File: config.mk
export PLATFORM = sky130hd
export DESIGN_NAME = burst_pulse_seq
export DESIGN_NICKNAME = d
export VERILOG_FILES = /design/src/rtl/burst_seq_pkg.sv /design/src/rtl/burst_seq_dp.sv /design/src/rtl/burst_seq_ctrl.sv /design/src/rtl/burst_pulse_seq.sv
export SDC_FILE = /design/constraint.sdc
export NUM_CORES = 1
export LEC_CHECK = 0
export CORE_MARGIN = 1.5
export CORE_UTILIZATION = 35
export CTS_CLUSTER_DIAMETER = 100
export DETAILED_ROUTE_END_ITERATION = 12
export PLACE_DENSITY_LB_ADDON = 0.15
export SYNTH_ARGS = -nofsm -noshare
export SYNTH_HDL_FRONTEND = slang
export SYNTH_HIERARCHICAL = 1
export SYNTH_SLANG_ARGS = --single-unit
File: constraint.sdc
create_clock -name clk -period 14.2 [get_ports clk]
set_input_delay 3.55 -clock clk [delete_from_list [all_inputs] [get_ports clk]]
set_output_delay 3.55 -clock clk [all_outputs]
set_load 0.02 [all_outputs]
File: src/rtl/burst_seq_pkg.sv
package burst_seq_pkg;

  typedef enum logic [2:0] {
    ST_IDLE      = 3'd0,
    ST_PULSE_ON  = 3'd1,
    ST_PULSE_OFF = 3'd2,
    ST_SLEEP     = 3'd3,
    ST_WAIT_TX   = 3'd4
  } seqState_t;

  // control -> datapath strobes
  typedef struct packed {
    logic latchParams;
    logic burstStart;
    logic phaseStart;
    logic pulseDone;
  } seqStrobe_t;

  // datapath -> control status
  typedef struct packed {
    logic onDone;
    logic offDone;
    logic lastOfBurst;
    logic ivDue;
  } seqStatus_t;

endpackage

File: src/rtl/burst_seq_dp.sv
module burst_seq_dp
  import burst_seq_pkg::*;
#(
  parameter int TON_W = 8,
  parameter int CNT_W = 6,
  parameter int PER_W = 10,
  parameter int IV_W  = 16
) (
  input  logic             clk,
  input  logic             rstN,
  input  logic [IV_W-1:0]  burstIntervalIn,
  input  logic [TON_W-1:0] onTimeIn,
  input  logic [CNT_W-1:0] pulseCountIn,
  input  logic [PER_W-1:0] swPeriodIn,
  input  seqStrobe_t       strb,
  output seqStatus_t       stat
);

  localparam int PH_W = ((TON_W > PER_W) ? TON_W : PER_W) + 1;
  localparam logic [PH_W-1:0] PH_MAX = '1;
  localparam logic [IV_W-1:0] IV_MAX = '1;

  logic [TON_W-1:0] tonLat;
  logic [CNT_W-1:0] cntLat;
  logic [PER_W-1:0] perLat;
  logic [IV_W-1:0]  ivLat;

  logic [PH_W-1:0]  phCnt;
  logic [CNT_W-1:0] pulseIdx;
  logic [IV_W-1:0]  ivCnt;

  logic [PH_W-1:0]  tonEff;
  logic [PH_W-1:0]  perExt;
  logic [PH_W-1:0]  offEff;
  logic [CNT_W-1:0] cntEff;
  logic [IV_W-1:0]  ivLast;

  // parameter capture at the end of a burst
  always_ff @(posedge clk or negedge rstN) begin
    if (!rstN) begin
      tonLat <= '0;
      cntLat <= '0;
      perLat <= '0;
      ivLat  <= '0;
    end else if (strb.latchParams) begin
      tonLat <= onTimeIn;
      cntLat <= pulseCountIn;
      perLat <= swPeriodIn;
      ivLat  <= burstIntervalIn;
    end
  end

  // effective values with zero clamping
  always_comb begin
    tonEff = (tonLat == '0) ? PH_W'(1) : PH_W'(tonLat);
    perExt = PH_W'(perLat);
    offEff = (perExt > tonEff) ? (perExt - tonEff) : PH_W'(1);
    cntEff = (cntLat == '0) ? CNT_W'(1) : cntLat;
    ivLast = (ivLat == '0) ? '0 : (ivLat - IV_W'(1));
  end

  // phase counter: clocks within the current on or off phase
  always_ff @(posedge clk or negedge rstN) begin
    if (!rstN) begin
      phCnt <= '0;
    end else if (strb.phaseStart) begin
      phCnt <= '0;
    end else if (phCnt != PH_MAX) begin
      phCnt <= phCnt + PH_W'(1);
    end
  end

  // pulse index within the burst
  always_ff @(posedge clk or negedge rstN) begin
    if (!rstN) begin
      pulseIdx <= '0;
    end else if (strb.burstStart) begin
      pulseIdx <= '0;
    end else if (strb.pulseDone) begin
      pulseIdx <= pulseIdx + CNT_W'(1);
    end
  end

  // clocks since the current burst started, saturating
  always_ff @(posedge clk or negedge rstN) begin
    if (!rstN) begin
      ivCnt <= '0;
    end else if (strb.burstStart) begin
      ivCnt <= '0;
    end else if (ivCnt != IV_MAX) begin
      ivCnt <= ivCnt + IV_W'(1);
    end
  end

  always_comb begin
    stat.onDone      = (phCnt == (tonEff - PH_W'(1)));
    stat.offDone     = (phCnt == (offEff - PH_W'(1)));
    stat.lastOfBurst = (pulseIdx == (cntEff - CNT_W'(1)));
    stat.ivDue       = (ivCnt >= ivLast);
  end

  // a pulse is never advanced past the final one of the burst
  a_r2_no_pulse_overrun: assert property (@(posedge clk) disable iff (!rstN)
    strb.pulseDone |-> !stat.lastOfBurst);

endmodule

File: src/rtl/burst_seq_ctrl.sv
module burst_seq_ctrl
  import burst_seq_pkg::*;
(
  input  logic       clk,
  input  logic       rstN,
  input  logic       reportEnIn,
  input  logic       reportBusyIn,
  input  seqStatus_t stat,
  output seqStrobe_t strb,
  output logic       gateOut,
  output logic       sleepOut,
  output logic       lastPulseOut
);

  seqState_t stateQ, stateD;
  logic      txHold;

  assign txHold = reportEnIn & reportBusyIn;

  always_ff @(posedge clk or negedge rstN) begin
    if (!rstN) stateQ <= ST_IDLE;
    else       stateQ <= stateD;
  end

  always_comb begin
    stateD = stateQ;
    strb   = '0;
    unique case (stateQ)
      ST_IDLE: begin
        strb.latchParams = 1'b1;
        strb.burstStart  = 1'b1;
        strb.phaseStart  = 1'b1;
        stateD           = ST_PULSE_ON;
      end
      ST_PULSE_ON: begin
        if (stat.onDone) begin
          strb.phaseStart = 1'b1;
          if (stat.lastOfBurst) begin
            strb.latchParams = 1'b1;
            stateD           = txHold ? ST_WAIT_TX : ST_SLEEP;
          end else begin
            strb.pulseDone = 1'b1;
            stateD         = ST_PULSE_OFF;
          end
        end
      end
      ST_PULSE_OFF: begin
        if (stat.offDone) begin
          strb.phaseStart = 1'b1;
          stateD          = ST_PULSE_ON;
        end
      end
      ST_SLEEP: begin
        if (stat.ivDue) begin
          if (txHold) begin
            stateD = ST_WAIT_TX;
          end else begin
            strb.burstStart = 1'b1;
            strb.phaseStart = 1'b1;
            stateD          = ST_PULSE_ON;
          end
        end
      end
      ST_WAIT_TX: begin
        if (!txHold) begin
          if (stat.ivDue) begin
            strb.burstStart = 1'b1;
            strb.phaseStart = 1'b1;
            stateD          = ST_PULSE_ON;
          end else begin
            stateD = ST_SLEEP;
          end
        end
      end
      default: stateD = ST_IDLE;
    endcase
  end

  assign gateOut      = (stateQ == ST_PULSE_ON);
  assign sleepOut     = (stateQ == ST_SLEEP);
  assign lastPulseOut = (stateQ == ST_PULSE_ON) && stat.onDone && stat.lastOfBurst;

  // gate drive and sleep never overlap
  a_r6_gate_sleep_excl: assert property (@(posedge clk) disable iff (!rstN)
    !(gateOut && sleepOut));

  // strobe lies in the closing clock of a pulse
  a_r7_last_in_pulse: assert property (@(posedge clk) disable iff (!rstN)
    lastPulseOut |-> (gateOut && stat.onDone));

  // gate is low right after the final pulse
  a_r7_last_then_low: assert property (@(posedge clk) disable iff (!rstN)
    lastPulseOut |=> !gateOut);

  // sleep is never entered while an enabled report was busy
  a_r8_sleep_not_busy: assert property (@(posedge clk) disable iff (!rstN)
    $rose(sleepOut) |-> !($past(reportEnIn) && $past(reportBusyIn)));

  // waiting on the reporter requires reporting enabled
  a_r10_wait_needs_en: assert property (@(posedge clk) disable iff (!rstN)
    (stateQ == ST_WAIT_TX) |-> $past(reportEnIn));

  // leaving sleep for a burst only once the interval is due
  a_r5_start_when_due: assert property (@(posedge clk) disable iff (!rstN)
    (gateOut && $past(sleepOut)) |-> $past(stat.ivDue));

endmodule

File: src/rtl/burst_pulse_seq.sv
module burst_pulse_seq
  import burst_seq_pkg::*;
#(
  parameter int TON_W = 8,
  parameter int CNT_W = 6,
  parameter int PER_W = 10,
  parameter int IV_W  = 16
) (
  input  logic             clk,
  input  logic             rstN,
  input  logic [IV_W-1:0]  burstIntervalIn,
  input  logic [TON_W-1:0] onTimeIn,
  input  logic [CNT_W-1:0] pulseCountIn,
  input  logic [PER_W-1:0] swPeriodIn,
  input  logic             reportEnIn,
  input  logic             reportBusyIn,
  output logic             gateOut,
  output logic             sleepOut,
  output logic             lastPulseOut
);

  seqStrobe_t strb;
  seqStatus_t stat;

  burst_seq_ctrl u_ctrl (
    .clk          (clk),
    .rstN         (rstN),
    .reportEnIn   (reportEnIn),
    .reportBusyIn (reportBusyIn),
    .stat         (stat),
    .strb         (strb),
    .gateOut      (gateOut),
    .sleepOut     (sleepOut),
    .lastPulseOut (lastPulseOut)
  );

  burst_seq_dp #(
    .TON_W (TON_W),
    .CNT_W (CNT_W),
    .PER_W (PER_W),
    .IV_W  (IV_W)
  ) u_dp (
    .clk             (clk),
    .rstN            (rstN),
    .burstIntervalIn (burstIntervalIn),
    .onTimeIn        (onTimeIn),
    .pulseCountIn    (pulseCountIn),
    .swPeriodIn      (swPeriodIn),
    .strb            (strb),
    .stat            (stat)
  );

endmodule

==> flow_summary.ini, run 1 <==
[floorplanning]
core-area_um2 = 14640
fp.dieW_um = 125.9
rows = 44
start_util = 0.3612
fp.dieH_um = 125.9
die-area_um2 = 15860
io_pins = 47

[worst_setup_path]
cpPeakStageDelay_ns = 0.61
path_cells = inv_1 > nand3_1 > nor4_1 > a21oi_1 > ha_1 > a2111oi_0 > a31oi_1 > nor4_1 > nand3_1 > nor3_1 > and3_1 > clkdlybuf4s50_1
cpMaxStageDelayCell = clkdlybuf4s50_1
r2r_end = u_dp/phCnt[2]
worst_r2r_path_depth = 22
r2r_start = u_dp/tonLat[2]
critPathKind = reg -> out
crit_family = simple AND/OR/NAND/NOR gates
end_kind = output pin
reg2reg_slack_ns = 8.07
critical_path_buf_inv_count = 2
critPathLaunchType = register
crit_arrival_ns = 4.37
path_max_fanout = 5
crit_required_ns = 10.65

[synthesis]
synth-seq-cells = 76
yosysSeqAreaShare = 0.3596
syn_inst = 578
syn_area_um2 = 5289
yosys_warnings = 6
ys_async_sr_fraction = 1.000
synthFlopType = dfrtp_1
synth_edf_count = 0
synth_nets = 654
synth_cell_type_count = 64
avgSynthCellArea_um2 = 9.150

[routing]
drt_iter0_drc = 248
dr_total_vias = 4278
routed_via_density = 5.295
routedWlPerCell_um = 15.58
ant_nets = 0
drc = 2
firstDrtPassIters = 8
wl_um = 12590

[status]
failed_checks = DRC
status = finished, violations left

[place]
port_buffers = 46
dp_hpwl_um = 9484
globalplace.congestion = 0.8332

[timing]
fmax_mhz = 126.3
fin_crit_sh = 0.5575
rsz0062_at_grt = false
slew_violations = 0
tightest_slew_ns = 1.222
maxSlewHeadroom = 0.1827
fin_worst_skew_ns = 0.007014
hold_viol_final = 0
fin_tns_setup_ns = 0
setup_violations = 0
fin_crit_ns = 7.917

[final_layout]
diodes = 0
syn_to_final_growth_pct = 17.36
layout_common_cells = 76 x dfrtp_1, 57 x nand2_1, 57 x nor2_1, 45 x clkdlybuf4s50_1, 37 x xor2_1
fill_cells = 1434
multiInputGateArea_um2 = 3229
mostFrequentLayoutCell = dfrtp_1
drive_gt1_frac = 0.09936
layout.nets = 695
seqCellArea_um2 = 1902

[global_routing]
grt_pass1_wl_um = 21550
antenna_found_initial = 0
track_usage = 0.1695
grt_max_degree = 77
grt_overflow = 0
grt_pass1_vias = 4366

[flow_run]
max-cap-violations = 0

[power_and_ir_drop]
power_density_nw_per_um2 = 235.4
ir_worst_vdd_v = 0.00007983
power_leakage_nw = 2.756
finalPower_mw = 1.461

[clock_tree]
cts.reportedPaths.clkPinSlew_ns = 0.06
cts_sinks = 76
cts_buffers = 9
clock_path_buffers = 2
post-cts-setup-buffers = 0
cts.repair.resized = 0
htreeDepth = 3
clk_latency_ns = 0.34
cts_tree = done
root_buffer = clkbuf_16
cts_hold_buf = 0

[hold_path]
hold_start = u_dp/tonLat[0]
hp-class = reg -> reg
whs_endpoint = u_dp/tonLat[0]
holdPathStages = 1
==> sequential cells by signal, summed over array words and instances (netlist names) <==
signal and flops:
u_dp/ivCnt 16, u_dp/ivLat 16, u_dp/phCnt 11, u_dp/perLat 10
u_dp/tonLat 8, u_dp/cntLat 6, u_dp/pulseIdx 6, u_ctrl/stateQ 3
==> layout make-up <==
cell class / instances / area share
inverters: 23 / 0.01391
clock inverters: 6 / 0.007660
well taps: 184 / 0.03709
multi-input cells: 461 / 0.5203
flip-flops and latches: 76 / 0.3064
clock buffers: 10 / 0.03850
repair buffers: 48 / 0.07619
==> kinds of logic after synthesis <==
logic type      share of synthesized area
compound gates                     0.1192
xor+xnor                           0.1218
fa+ha+maj                         0.07712
buf+inv                           0.03217
flops                              0.3596
mux                               0.07594
simple gates                       0.2141
==> cell usage after synthesis, drive strengths merged, types with 4 or more instances <==
library cell,instances,area (um^2)
dfrtp,76,1902
nand2,57,214.0
nor2,57,214.0
xor2,37,324.1
xnor2,33,296.5
ha,31,387.9
mux2,30,341.6
a21oi,25,132.6
o21ai,24,123.9
inv,23,86.33
nand3,21,105.1
nor3,20,116.4
nand4,14,87.58
clkbuf,13,48.80
a21o,10,75.07
and3,9,56.30
a31oi,8,50.05
nand2b,8,50.05
nor4,8,62.56
nor2b,7,46.30
or3,7,43.79
mux2i,6,60.06
or4,6,45.04
buf,5,35.02
nor3b,5,42.54
a211oi,4,30.03
==> power by group <==
part | switching [mW] | total, mW | internal, mW
Sequential | 0.102 | 0.396 | 0.293
Clock | 0.0953 | 0.220 | 0.125
Combinational | 0.459 | 0.846 | 0.387
==> worst max path at each step <==
stage,depth (start not counted),endpoint,slack [ns],start
floorplan,11,lastPulseOut,8.00,u_dp/tonLat[2]
global placement,12,lastPulseOut,7.02,u_dp/tonLat[2]
detailed placement,12,lastPulseOut,6.75,u_dp/tonLat[2]
CTS,12,lastPulseOut,6.34,u_dp/tonLat[2]
global route,12,lastPulseOut,6.01,u_dp/tonLat[3]
finish,12,lastPulseOut,6.28,u_dp/tonLat[2]
==> per-stage QoR <==
stage	setup slack, ns	cells	hold WS (ns)	cell area [um^2]	utilization
global placement	7.016	792	0.5084	5921	0.4043
finish	6.283	808	0.5231	6207	0.4239
CTS	6.342	808	0.5193	6207	0.4239
detailed placement	6.751	792	0.5064	5921	0.4043
global route	6.005	808	0.5305	6207	0.4239
floorplan	7.996	578	0.4815	5289	-
==> metal layers <==
layer / vias to the layer above / track usage / share of wire / wire length [um]
li1: 2124 / - / - / -
met1: 2064 / 0.2444 / 0.51 / 6377
met2: 79 / 0.2582 / 0.44 / 5596
met3: 11 / 0.03059 / 0.034 / 433
met4: 0 / 0.05341 / 0.014 / 181
met5: - / 0 / 0 / 0
Power figures use the tool's default switching activity.
==> run 2, diff against run 1 <==
clock period = 8.05 ns   (was 14.2 ns; I/O delays follow)
==> run 2 against run 1 <==
  * Register-to-register slack got worse by 5.9 ns
  * Core utilization up 0.28 points
  * Critical path depth unchanged
  * The flow still finishes with violations (DRC)
  * Largest cell class unchanged
  * Critical path type unchanged
==> flow_summary.ini, run 2 (synthesized netlist as in run 1, its figures left out) <==
[clock_tree]
cts_hold_buf = 0
cts.repair.resized = 0
cts_sinks = 76
post-cts-setup-buffers = 0
cts_buffers = 9
htreeDepth = 3
root_buffer = clkbuf_16
clk_latency_ns = 0.34
cts_tree = done
cts.reportedPaths.clkPinSlew_ns = 0.06
clock_path_buffers = 2

[timing]
fin_crit_ns = 6.295
tightest_slew_ns = 1.219
hold_viol_final = 0
fmax_mhz = 158.9
maxSlewHeadroom = 0.1848
hold_ws_ns = 0.5359
fin_crit_sh = 0.7820
fin_worst_skew_ns = 0.008355
rsz0062_at_grt = false
fin_tns_setup_ns = 0
slew_violations = 0
setup_violations = 0

[worst_setup_path]
critPathKind = reg -> out
critical_path_buf_inv_count = 2
crit_arrival_ns = 4.28
cpPeakStageDelay_ns = 0.60
path_cells = inv_1 > nand3_1 > nor4_1 > a21oi_1 > ha_1 > a2111oi_0 > a31oi_1 > nor4_1 > nand3_1 > nor3_1 > and3_1 > clkdlybuf4s50_1
critPathLaunchType = register
crit_family = simple AND/OR/NAND/NOR gates
cpMaxStageDelayCell = clkdlybuf4s50_1
crit_required_ns = 6.04
r2r_start = u_dp/tonLat[2]
end_kind = output pin
crit_path_start = u_dp/tonLat[3]
path_max_fanout = 5

[global_routing]
gr-usage-met1 = 0.2450
grtUsageMet2 = 0.2608
grt_pass1_vias = 4266
grt_pass1_wl_um = 21670
track_usage = 0.1716
use_met3 = 0.02804
grt_overflow = 0
grt_max_degree = 77
antenna_found_initial = 0
top_usage_layer = met2

[floorplanning]
fp.dieW_um = 125.9
io_pins = 47
start_util = 0.3612
core-area_um2 = 14640
fp.dieH_um = 125.9
die-area_um2 = 15860
rows = 44

[routing]
wl_um = 12780
firstDrtPassIters = 8
routedWlPerCell_um = 15.85
ant_nets = 0
drc = 2
dr_total_vias = 4272
routed_via_density = 5.300
drt_iter0_drc = 222

[final_layout]
final_cell_area_um2 = 6248
fill_cells = 1431
reg_top3 = u_dp/ivCnt: 16 flops, u_dp/ivLat: 16 flops, u_dp/phCnt: 11 flops
drive_gt1_frac = 0.09646
syn_to_final_growth_pct = 18.15
layout.nets = 695
layout_common_cells = 76 x dfrtp_1, 57 x nand2_1, 57 x nor2_1, 45 x clkdlybuf4s50_1, 37 x xor2_1
diodes = 0
mostFrequentLayoutCell = dfrtp_1

[place]
globalplace.congestion = 0.9293
dpl_cell_area_um2 = 5921
port_buffers = 46
dp_hpwl_um = 9582

[hold_path]
hold_start = u_dp/tonLat[0]
hp-class = reg -> reg

[power_and_ir_drop]
power_leakage_nw = 2.774
power_density_nw_per_um2 = 426.6
ir_worst_vdd_v = 0.0001593

[status]
status = finished, violations left
failed_checks = DRC

[flow_run]
max-cap-violations = 0
-- run 2: area by class of cell --
class	count	area [um^2]	share of cell area
multi-input cells	461	3229	0.5168
flip-flops and latches	76	1902	0.3044
repair buffers	48	473.0	0.07569
well taps	184	230.2	0.03684
clock buffers	9	225.2	0.03604
clock inverters	5	102.6	0.01642
inverters	23	86.33	0.01382
-- run 2: stage by stage --
step	total power [mW]	worst slack, ns	cells	utilization
2_1_floorplan	1.845	3.383	578	-
3_3_place_gp	2.172	2.408	792	0.4043
3_5_place_dp	2.187	2.237	792	0.4043
4_1_cts	2.670	1.827	806	0.4267
5_1_grt	2.900	1.420	806	0.4267
6_report	2.666	1.755	806	0.4267
-- run 2: path summary, 6_finish.rpt --
check                      slack [ns]  cells after the start          endpoint
min reg2reg                      0.54                      1    u_dp/tonLat[0]
min in group asynchronous        1.84                      1  u_ctrl/stateQ[0]
max                              1.75                     12      lastPulseOut
min                              0.54                      1    u_dp/tonLat[0]
max in group asynchronous        5.59                      1    u_dp/perLat[9]
max reg2reg                      2.16                     22     u_dp/phCnt[2]
-- run 2: layer usage --
metal  routed length [um]  vias up
met5                    0        -
met2                 5640       65
met4                  235        0
met3                  474       15
li1                     -     2129
met1                 6429     2063
-- run 2: power breakdown --
group          leakage, nW  internal, mW  total, mW  switching (mW)
Sequential           0.960         0.518      0.705           0.187
Combinational         1.66         0.683       1.50           0.820
Clock                0.157         0.299      0.458           0.160
Total                 2.77          1.50       2.67            1.17
